**src/rtl/hpg_pkg.sv**
```systemverilog
package hpg_pkg;
  localparam int CMD_W       = 3;
  localparam int CMD_IO_BIT  = 0;
  localparam int CMD_MEM_BIT = 1;
  localparam int CMD_MST_BIT = 2;

  typedef enum logic [1:0] {
    REQ_NONE = 2'b00,
    REQ_CFG  = 2'b01,
    REQ_IO   = 2'b10,
    REQ_MEM  = 2'b11
  } req_kind_t;

  // Strobes from control to datapath
  typedef struct packed {
    logic gateOn;
    logic postedPend;
    logic dlyPend;
  } hpg_strobe_t;
endpackage

```
**src/rtl/hpg_ctrl.sv**
```systemverilog
module hpg_ctrl
  import hpg_pkg::*;
#(
  parameter int SYNC_STAGES = 2,
  parameter int CNT_W       = 4
) (
  input  logic             clk,
  input  logic             rstN,
  input  logic             liveModeEn,
  input  logic             pinDriveEn,
  input  logic             pinIn,
  input  logic [CNT_W-1:0] postedCnt,
  input  logic [CNT_W-1:0] dlyReqCnt,
  output hpg_strobe_t      strobe,
  output logic             gated,
  output logic             halted
);
  localparam int LAST = SYNC_STAGES - 1;

  logic [SYNC_STAGES-1:0] syncQ;

  // Synchronizer chain, one flop per stage
  genvar s;
  generate
    for (s = 0; s < SYNC_STAGES; s++) begin : g_sync
      if (s == 0) begin : g_first
        always_ff @(posedge clk or negedge rstN) begin
          if (!rstN) syncQ[0] <= 1'b0;
          else       syncQ[0] <= pinIn;
        end
      end else begin : g_next
        always_ff @(posedge clk or negedge rstN) begin
          if (!rstN) syncQ[s] <= 1'b0;
          else       syncQ[s] <= syncQ[s-1];
        end
      end
    end
  endgenerate

  logic gateArmed;
  logic queuesEmpty;

  always_comb begin
    gateArmed         = liveModeEn && !pinDriveEn;
    queuesEmpty       = (postedCnt == '0) && (dlyReqCnt == '0);
    strobe.gateOn     = gateArmed && syncQ[LAST];
    strobe.postedPend = (postedCnt != '0);
    strobe.dlyPend    = (dlyReqCnt != '0);
    gated             = strobe.gateOn;
    halted            = strobe.gateOn && queuesEmpty;
  end
endmodule

```
**src/rtl/hpg_datapath.sv**
```systemverilog
module hpg_datapath
  import hpg_pkg::*;
#(
  parameter int NUM_PORTS = 2
) (
  input  logic                      clk,
  input  logic                      rstN,
  input  logic                      cmdWe,
  input  logic [CMD_W-1:0]          cmdWdata,
  output logic [CMD_W-1:0]          cmdRdata,
  input  hpg_strobe_t               strobe,
  input  logic                      dcReady,
  input  logic [NUM_PORTS-1:0][1:0] reqType,
  output logic [NUM_PORTS-1:0]      reqAccept,
  output logic                      effIoEn,
  output logic                      effMemEn,
  output logic                      effMasterEn,
  output logic                      postedIssue,
  output logic                      dlyReqIssue,
  output logic                      dcReturn
);
  logic [CMD_W-1:0] cmdQ;
  logic [CMD_W-1:0] cmdEff;

  always_ff @(posedge clk or negedge rstN) begin
    if (!rstN)      cmdQ <= '0;
    else if (cmdWe) cmdQ <= cmdWdata;
  end

  always_comb begin
    cmdRdata    = cmdQ;
    cmdEff      = strobe.gateOn ? '0 : cmdQ;
    effIoEn     = cmdEff[CMD_IO_BIT];
    effMemEn    = cmdEff[CMD_MEM_BIT];
    effMasterEn = cmdEff[CMD_MST_BIT];
    // Queued work drains on the written master enable, not the masked one
    postedIssue = cmdQ[CMD_MST_BIT] && strobe.postedPend;
    dlyReqIssue = cmdQ[CMD_MST_BIT] && strobe.dlyPend;
    dcReturn    = dcReady && !strobe.gateOn;
  end

  genvar p;
  generate
    for (p = 0; p < NUM_PORTS; p++) begin : g_port
      req_kind_t kind;
      always_comb begin
        kind = req_kind_t'(reqType[p]);
        unique case (kind)
          REQ_CFG: reqAccept[p] = 1'b1;
          REQ_IO:  reqAccept[p] = cmdEff[CMD_IO_BIT];
          REQ_MEM: reqAccept[p] = cmdEff[CMD_MEM_BIT];
          default: reqAccept[p] = 1'b0;
        endcase
      end
    end
  endgenerate
endmodule

```
**src/rtl/hotplug_txn_gate.sv**
```systemverilog
module hotplug_txn_gate
  import hpg_pkg::*;
#(
  parameter int NUM_PORTS   = 2,
  parameter int CNT_W       = 4,
  parameter int SYNC_STAGES = 2
) (
  input  logic                      clk,
  input  logic                      rstN,
  input  logic                      cmdWe,
  input  logic [2:0]                cmdWdata,
  output logic [2:0]                cmdRdata,
  input  logic                      liveModeEn,
  input  logic                      pinDriveEn,
  input  logic                      pinIn,
  input  logic [CNT_W-1:0]          postedCnt,
  input  logic [CNT_W-1:0]          dlyReqCnt,
  input  logic                      dcReady,
  input  logic [NUM_PORTS-1:0][1:0] reqType,
  output logic [NUM_PORTS-1:0]      reqAccept,
  output logic                      effIoEn,
  output logic                      effMemEn,
  output logic                      effMasterEn,
  output logic                      postedIssue,
  output logic                      dlyReqIssue,
  output logic                      dcReturn,
  output logic                      gated,
  output logic                      halted
);
  hpg_strobe_t strobe;

  hpg_ctrl #(.SYNC_STAGES(SYNC_STAGES), .CNT_W(CNT_W)) u_ctrl (
    .clk(clk), .rstN(rstN), .liveModeEn(liveModeEn), .pinDriveEn(pinDriveEn),
    .pinIn(pinIn), .postedCnt(postedCnt), .dlyReqCnt(dlyReqCnt),
    .strobe(strobe), .gated(gated), .halted(halted)
  );

  hpg_datapath #(.NUM_PORTS(NUM_PORTS)) u_dp (
    .clk(clk), .rstN(rstN), .cmdWe(cmdWe), .cmdWdata(cmdWdata),
    .cmdRdata(cmdRdata), .strobe(strobe), .dcReady(dcReady),
    .reqType(reqType), .reqAccept(reqAccept), .effIoEn(effIoEn),
    .effMemEn(effMemEn), .effMasterEn(effMasterEn),
    .postedIssue(postedIssue), .dlyReqIssue(dlyReqIssue), .dcReturn(dcReturn)
  );
endmodule

```
**config.mk**
```make
export PLATFORM = sky130hd
export DESIGN_NAME = hotplug_txn_gate
export DESIGN_NICKNAME = d
export VERILOG_FILES = /design/src/rtl/hpg_pkg.sv /design/src/rtl/hpg_ctrl.sv /design/src/rtl/hpg_datapath.sv /design/src/rtl/hotplug_txn_gate.sv
export SDC_FILE = /design/constraint.sdc
export NUM_CORES = 1
export LEC_CHECK = 0
export CAP_MARGIN = 20
export CELL_PAD_IN_SITES_DETAIL_PLACEMENT = 1
export CELL_PAD_IN_SITES_GLOBAL_PLACEMENT = 1
export CORE_UTILIZATION = 14
export CTS_CLUSTER_DIAMETER = 30
export DETAILED_ROUTE_END_ITERATION = 8
export PLACE_DENSITY_LB_ADDON = 0.3
export SLEW_MARGIN = 20
export SYNTH_ARGS = -nofsm -noshare
export SYNTH_HDL_FRONTEND = slang
export SYNTH_SLANG_ARGS = --single-unit
```
**constraint.sdc**
```tcl
create_clock -name clk -period 1 [get_ports clk]
set_input_delay 0.2 -clock clk [delete_from_list [all_inputs] [get_ports clk]]
set_output_delay 0.2 -clock clk [all_outputs]
set_load 0.02 [all_outputs]
```
# Word level (Yosys, flattened, before mapping)
# Cells that the tools add are included.
# classes
eq_ne	6
muxes	3
n_reduce_logical	13
# ops
cell	count
== test 2 bit (second input constant)	4
logical NOT 4 bit	2
nonzero test 4 bit	2
logical AND 1 bit	7
case mux 1 bit (3 select lines)	2
== test 2 x 1 -> 1 bit (second input constant)	2
2-to-1 mux 3 bit	1
logical NOT 1 bit	2
# totals
regBits	5
output_inout_bits	13

# Longest topological paths before layout
# Gate-level depths: netlist of the first run.
# depth
ltp_word	5
mapped_depth	4
ltp_nobuf	3

# Modules after synthesis
# A second synthesis of the first run with hierarchy kept.
# hier_totals
hier_cells	26
area_unflattened_um2	294.0
# modules_own_cells
module	n_inst	cells_each	area_per_inst_um2	seq_area_each_um2
hpg_datapath	1	18	193.9	75.1
hpg_ctrl	1	8	100.1	50.0

# Worst setup path after synthesis of the first run
# Ideal clock, no wire load.
# synth_path
path_kind	register -> output
from	reg u_ctrl.syncQ[1]
to	out reqAccept[0]
arrival_ns	1.110
required_ns	0.800
slack_ns	-0.310
path_stages_with_launch	5
path_buffers	1
cell_sequence	dfrtp_1 and3b_1 buf_6 nor2b_4 a22o_1
# synth_via
elab_chain_cells	3
# synth_lines
element	line_no	text
from (decl)	hpg_ctrl.sv:20	logic [SYNC_STAGES-1:0] syncQ;
from (signal, indexed assignment)	hpg_ctrl.sv:34	else syncQ[s] <= syncQ[s-1];
logical AND 1 bit	hpg_ctrl.sv:46	strobe.gateOn = gateArmed && syncQ[LAST];
net gated	hotplug_txn_gate.sv:27	output logic gated,
2-to-1 mux 3 bit	hpg_datapath.sv:32	cmdEff = strobe.gateOn ? '0 : cmdQ;
net effIoEn	hotplug_txn_gate.sv:21	output logic effIoEn,
case mux 1 bit (3 select lines)	hpg_datapath.sv:48	unique case (kind)
to (decl)	hotplug_txn_gate.sv:20	output logic [NUM_PORTS-1:0] reqAccept,
# The timed path passes the listed nets, and every way through them passes these cells.

# Worst setup path in the final report of the first run
# layout_path
from	reg u_ctrl.syncQ[1]
to	out reqAccept[1]
# layout_via
elab_chain_cells	3
# layout_lines
element	line_no
logical AND 1 bit	hpg_ctrl.sv:46
2-to-1 mux 3 bit	hpg_datapath.sv:32
case mux 1 bit (3 select lines)	hpg_datapath.sv:48
# No other way between the ends.

==> results.yml, run 1 <==
status:
  status: "finished, violations left"
  violations: "setup timing"
sta:
  drv_slew: 0
  setup_viol: 13
  clock_skew_ps: 0.0415
  fin_ws_ps: -468
  finalCriticalPeriod_ps: 1470
  fmax_ghz: 0.681
  worst_pin_slew_ps: 234
  relSlewSlack_pct: 84.3
  finalCritPeriodShare_pct: 147
  rsz0062_at_grt: "yes"
  tns_ps: -4110
  hold_viol: 0
floorplanning:
  std_cell_rows: 16
  die_w_um: 47.3
  die_area_um2: 2240
  die_h_um: 47.3
  core_area_um2: 1940
  ioPinCount: 35
  start_util_pct: 14.8
final_layout:
  nNetsFinal: 100
  final_cells: 104
  layout.cells.most_common: "buf_6"
  diodes: 0
  drive_above_1_share_pct: 59.7
  final_cell_mix: "15 x buf_6, 11 x clkdlybuf4s50_1, 11 x buf_4"
  area_delta_synth_final_pct: 191
  fin_util_pct: 43.1
drt:
  drt-wirelength-per-cell_um: 11.0
  drc_errors: 0
  drtIter0Drc: 0
  vias: 403
  wl_um: 1140
  vias_per_cell: 3.88
  final_antenna_net_count: 0
  first_pass_iters: 1
worst_setup_path:
  slowest_delay_ps: 310
  cp_cell_sequence: "and3b_2 > nor2b_4 > a22o_4 > buf_6"
  rrSetupSlack_ps: 70
  path_buf_inv: 1
  cp-end-kind: "output pin"
  crit_required_ps: 800
  critPathTopFamily: "simple AND/OR/NAND/NOR gates"
  critPathKind: "flop to output pin"
  critPathSlowestCell: "dfrtp_1"
  reg2regPathDepth: 2
  crit-reg2reg-capture: "u_dp.cmdRdata[2]"
  critPathMaxFanout: 7
  cp-start-kind: "flop"
  arrival_ps: 1270
  worstReg2RegStart: "u_dp.cmdRdata[2]"
placement:
  io_buffers: 34
  dpl.hpwl_um: 962
  globalplace.congestion: 0.577
  dpl.cell_count: 96
global_routing:
  grt_pass1_vias: 443
  grt_use_total_pct: 11.5
  grt_max_degree: 8
  grt-ovfl-total: 0
  grt_pass1_wl_um: 1690
  grt_antenna_before_repair: 0
synth:
  synth_area_um2: 288
  synth.avg_cell_area_um2: 10.7
  yosys.area.top_type: "dfrtp_1"
  ys_ff_latch: 5
  synth_top_area_share_pct: 43.5
  seq_area_frac_synth_pct: 43.5
  yosysUniqueCellTypes: 15
  synthesis.nets: 49
  synth_cells: 27
  synthTopCellsByArea: "dfrtp_1 43%, nor2b_1 8.7%, mux2_2 7.8%"
  ys.warnings.count: 0
clock_network:
  clock_path_buffers: 2
  htreeDepth: 1
  cts_tree: "yes"
  insertion_delay_ps: 230
  root_buffer: "clkbuf_4"
  clock_sinks: 5
  cts_inserted_buffers: 3
  clkSlewWorstSetupHoldPaths_ps: 40
  hold_buffers: 0
power_and_ir_drop:
  peakVddDrop_mv: 0.731
  leakagePower_uw: 0.000397
  powerDensity_nw_per_um2: 1020
job:
  drv_cap: 0
worst_hold_path:
  min_path_type: "primary input to async pin"
==> logic make-up (layout without fill, tap and decap cells) <==
kind of cell	count (synthesis)	after routing	share of synthesized area, %
compound gates	5	5	11.3
buf+inv	2	52	5.22
flops	5	5	43.5
mux	2	2	7.83
simple gates	13	13	32.2
==> layout make-up <==
cell class,instances,area (µm²)
clock buffers,4,26.3
flip-flops and latches,5,126
fillers,232,1100
inverters,1,3.75
well taps,27,33.8
repair buffers,47,443
multi-input cells,20,204
==> flip-flops by register name, indices dropped and copies added, names as in the netlist <==
| signal | count |
|---|---|
| u_ctrl.syncQ | 2 |
| u_dp.cmdRdata | 3 |
==> cell usage after synthesis <==
cell type,number
and2b_2,2
mux2_2,2
nor2b_4,1
buf_6,1
nor2b_1,4
and3_2,1
nor4_1,2
nor2_1,1
a22o_1,2
o21ai_1,2
o21ai_0,1
and3b_1,1
inv_1,1
nand2_1,1
dfrtp_1,5
==> where the power goes <==
group	internal [µW]	switching [µW]
registers	220	12.4
logic	240	151
clock network	151	77.6
==> metal layers <==
layer	track usage, %	up-vias	part of all wire [%]	wire length [µm]
li1	-	198	-	-
met5	0	-	0	0
met4	6.86	0	0.96	11
met1	9.20	181	34	382
met2	23.8	22	57	647
met3	2.69	2	8.7	99
==> how the worst max path moves through the flow <==
stage	endpoint	slack, ps	cells after the start	from
2_1_floorplan	reqAccept[0]	-230	4	u_ctrl.syncQ[1]
3_3_place_gp	reqAccept[0]	-1070	5	liveModeEn
3_5_place_dp	reqAccept[0]	-1100	5	liveModeEn
4_1_cts	reqAccept[0]	-490	4	u_ctrl.syncQ[1]
5_1_grt	reqAccept[0]	-500	4	u_ctrl.syncQ[1]
6_report	reqAccept[1]	-470	4	u_ctrl.syncQ[1]
==> stage by stage <==
stage	worst slack, ps	total power (µW)	hold WS, ps	area [µm²]
CTS	-492	863	198	833
floorplan	-235	365	-95.6	310
finish	-468	852	192	837
detailed placement	-1100	588	340	741
global route	-504	904	201	837
global placement	-1070	580	332	741
==> what timing repair did <==
action,4_1_cts,5_1_grt
resized for setup,108,3
buffers inserted,6,1
endpoints found under the setup margin,13,13
pin swaps,5,1
Power figures use the tool's default switching activity.
==> run 2, diff against run 1 <==
Settings changed: PLACE_DENSITY_LB_ADDON 0.3 to 0.1.
==> run 2 against run 1 <==
  * Highest routed layer is now met3
  * Via count fell by 4.7%
  * Combinational power barely moved
  * Sequential power is essentially flat
  * Clock-buffer cell count did not move
  * Clock skew rose by 4.4 ps
  * Die area did not move
  * Cell area down 1.3%
  * Critical path depth unchanged
  * Maximum frequency is 1.1% lower
  * Wire length fell by 2.4%
  * The flow still finishes with violations (setup timing)
==> results.yml, run 2 (synthesized netlist as in run 1, its figures left out) <==
status:
  status: "finished, violations left"
  violations: "setup timing"
worst_setup_path:
  path_buf_inv: 1
  critPathKind: "flop to output pin"
  arrival_ps: 1280
  critPathTopFamily: "simple AND/OR/NAND/NOR gates"
  cp-end-kind: "output pin"
  cp-start-kind: "flop"
  slowest_delay_ps: 310
  cp_cell_sequence: "and3b_2 > nor2b_4 > a22o_4 > buf_6"
  crit_required_ps: 800
  critPathSlowestCell: "dfrtp_1"
  critPathMaxFanout: 8
power_and_ir_drop:
  p_sw_uw: 245
  combinationalPowerShare_pct: 45.7
  p_total_uw: 850
  pwr-share-seq_pct: 27.3
  power.internal_uw: 605
  powerDensity_nw_per_um2: 1030
  leakagePower_uw: 0.000386
  peakVddDrop_mv: 0.733
  clkPwrFrac_pct: 27.0
  swShare_pct: 28.8
placement:
  globalplace.congestion: 0.653
  dpl.hpwl_um: 880
  io_buffers: 34
  post_dp_cell_area_um2: 726
final_layout:
  drive_above_1_share_pct: 64.9
  seq_area_um2: 126
  fin_util_pct: 42.5
  nNetsFinal: 97
  fillCellCount: 239
  diodes: 0
  multi_input_area_um2: 226
  largest_reg_flops: 3
  final_cell_mix: "16 x buf_6, 11 x clkdlybuf4s50_1, 7 x buf_4"
  area_delta_synth_final_pct: 187
  final_cell_area_um2: 826
  layout.cells.most_common: "buf_6"
sta:
  finalCriticalPeriod_ps: 1480
  clock_skew_ps: 4.40
  fin_ws_ps: -484
  relSlewSlack_pct: 84.4
  worst_pin_slew_ps: 232
  rsz0062_at_grt: "yes"
  hold_viol: 0
  finalCritPeriodShare_pct: 148
  setup_viol: 13
  drv_slew: 0
  fmax_ghz: 0.674
clock_network:
  insertion_delay_ps: 240
  clock_sinks: 5
  root_buffer: "clkbuf_4"
  cts_tree: "yes"
  clock_path_buffers: 2
  clkSlewWorstSetupHoldPaths_ps: 40
  hold_buffers: 0
  htreeDepth: 1
  cts_inserted_buffers: 3
floorplanning:
  start_util_pct: 14.8
  std_cell_rows: 16
  core_area_um2: 1940
  die_h_um: 47.3
  die_w_um: 47.3
  die_area_um2: 2240
  ioPinCount: 35
drt:
  vias: 384
  first_pass_iters: 4
  drtIter0Drc: 1
  final_antenna_net_count: 0
  drt-wirelength-per-cell_um: 11.0
  drc_errors: 0
  wl_um: 1110
  vias_per_cell: 3.80
global_routing:
  grt_antenna_before_repair: 0
  grt_use_total_pct: 10.6
  grt-ovfl-total: 0
  grt_max_degree: 9
  grt_pass1_vias: 369
  grt_pass1_wl_um: 1610
worst_hold_path:
  min_path_type: "primary input to async pin"
job:
  drv_cap: 0
-- run 2: worst paths after layout --
| kind | slack (ps) | depth (start not counted) | start | end |
|---|---|---|---|---|
| setup / recovery | -480 | 4 | u_ctrl.syncQ[1] | reqAccept[1] |
| hold / removal | 170 | 1 | rstN | u_dp.cmdRdata[1] |
| setup reg to reg | 10 | 3 | u_dp.cmdRdata[0] | u_dp.cmdRdata[0] |
| hold reg to reg | 350 | 0 | u_ctrl.syncQ[0] | u_ctrl.syncQ[1] |
| max in group asynchronous | 620 | 1 | rstN | u_dp.cmdRdata[2] |
| min in group clk | 350 | 0 | u_ctrl.syncQ[0] | u_ctrl.syncQ[1] |
-- run 2: worst reg2reg max path, delay by kind of cell (launching register included) --
kind	cells	cell delay [ps]
mux	1	250
flops	1	390
buf+inv	2	240
-- run 2: metal layers --
layer	wire [µm]	global-route usage, %	vias to the layer above
met5	0	0	-
met4	0	1.71	0
met3	97	4.23	0
met2	559	18.9	18
met1	456	11.9	176
li1	-	-	190
-- run 2: stage by stage --
step	setup WS (ps)	instances	hold WS [ps]	TNS (ps)
3_3_place_gp	-1080	94	332	-10890
5_1_grt	-534	101	183	-4420
2_1_floorplan	-235	27	-95.6	-860
4_1_cts	-515	99	174	-4070
6_report	-484	101	173	-3840
3_5_place_dp	-1110	94	336	-10970
-- run 2: area by class of cell --
type / count / share of cell area, %
Timing Repair Buffer: 44 / 49.5
Multi-Input combinational cell: 20 / 27.4
Sequential cell: 5 / 15.3
Tap cell: 27 / 4.09
Clock buffer: 4 / 3.18
Inverter: 1 / 0.455
-- run 2: what timing repair did --
action                                  in CTS  in global routing
gates resized for setup                    106                 13
hold endpoints to repair                     0                  0
pin swaps                                    5                  3
endpoints found under the setup margin      13                 14
setup buffers                                2                  2
-- run 2: power groups by stage --
stage / registers (µW) / clock network (µW) / logic, µW
after floorplan: 245 / 0 / 120
after global placement: 232 / 0 / 344
after detailed placement: 232 / 0 / 345
after CTS: 231 / 243 / 364
after global routing: 234 / 254 / 413
final: 232 / 229 / 389
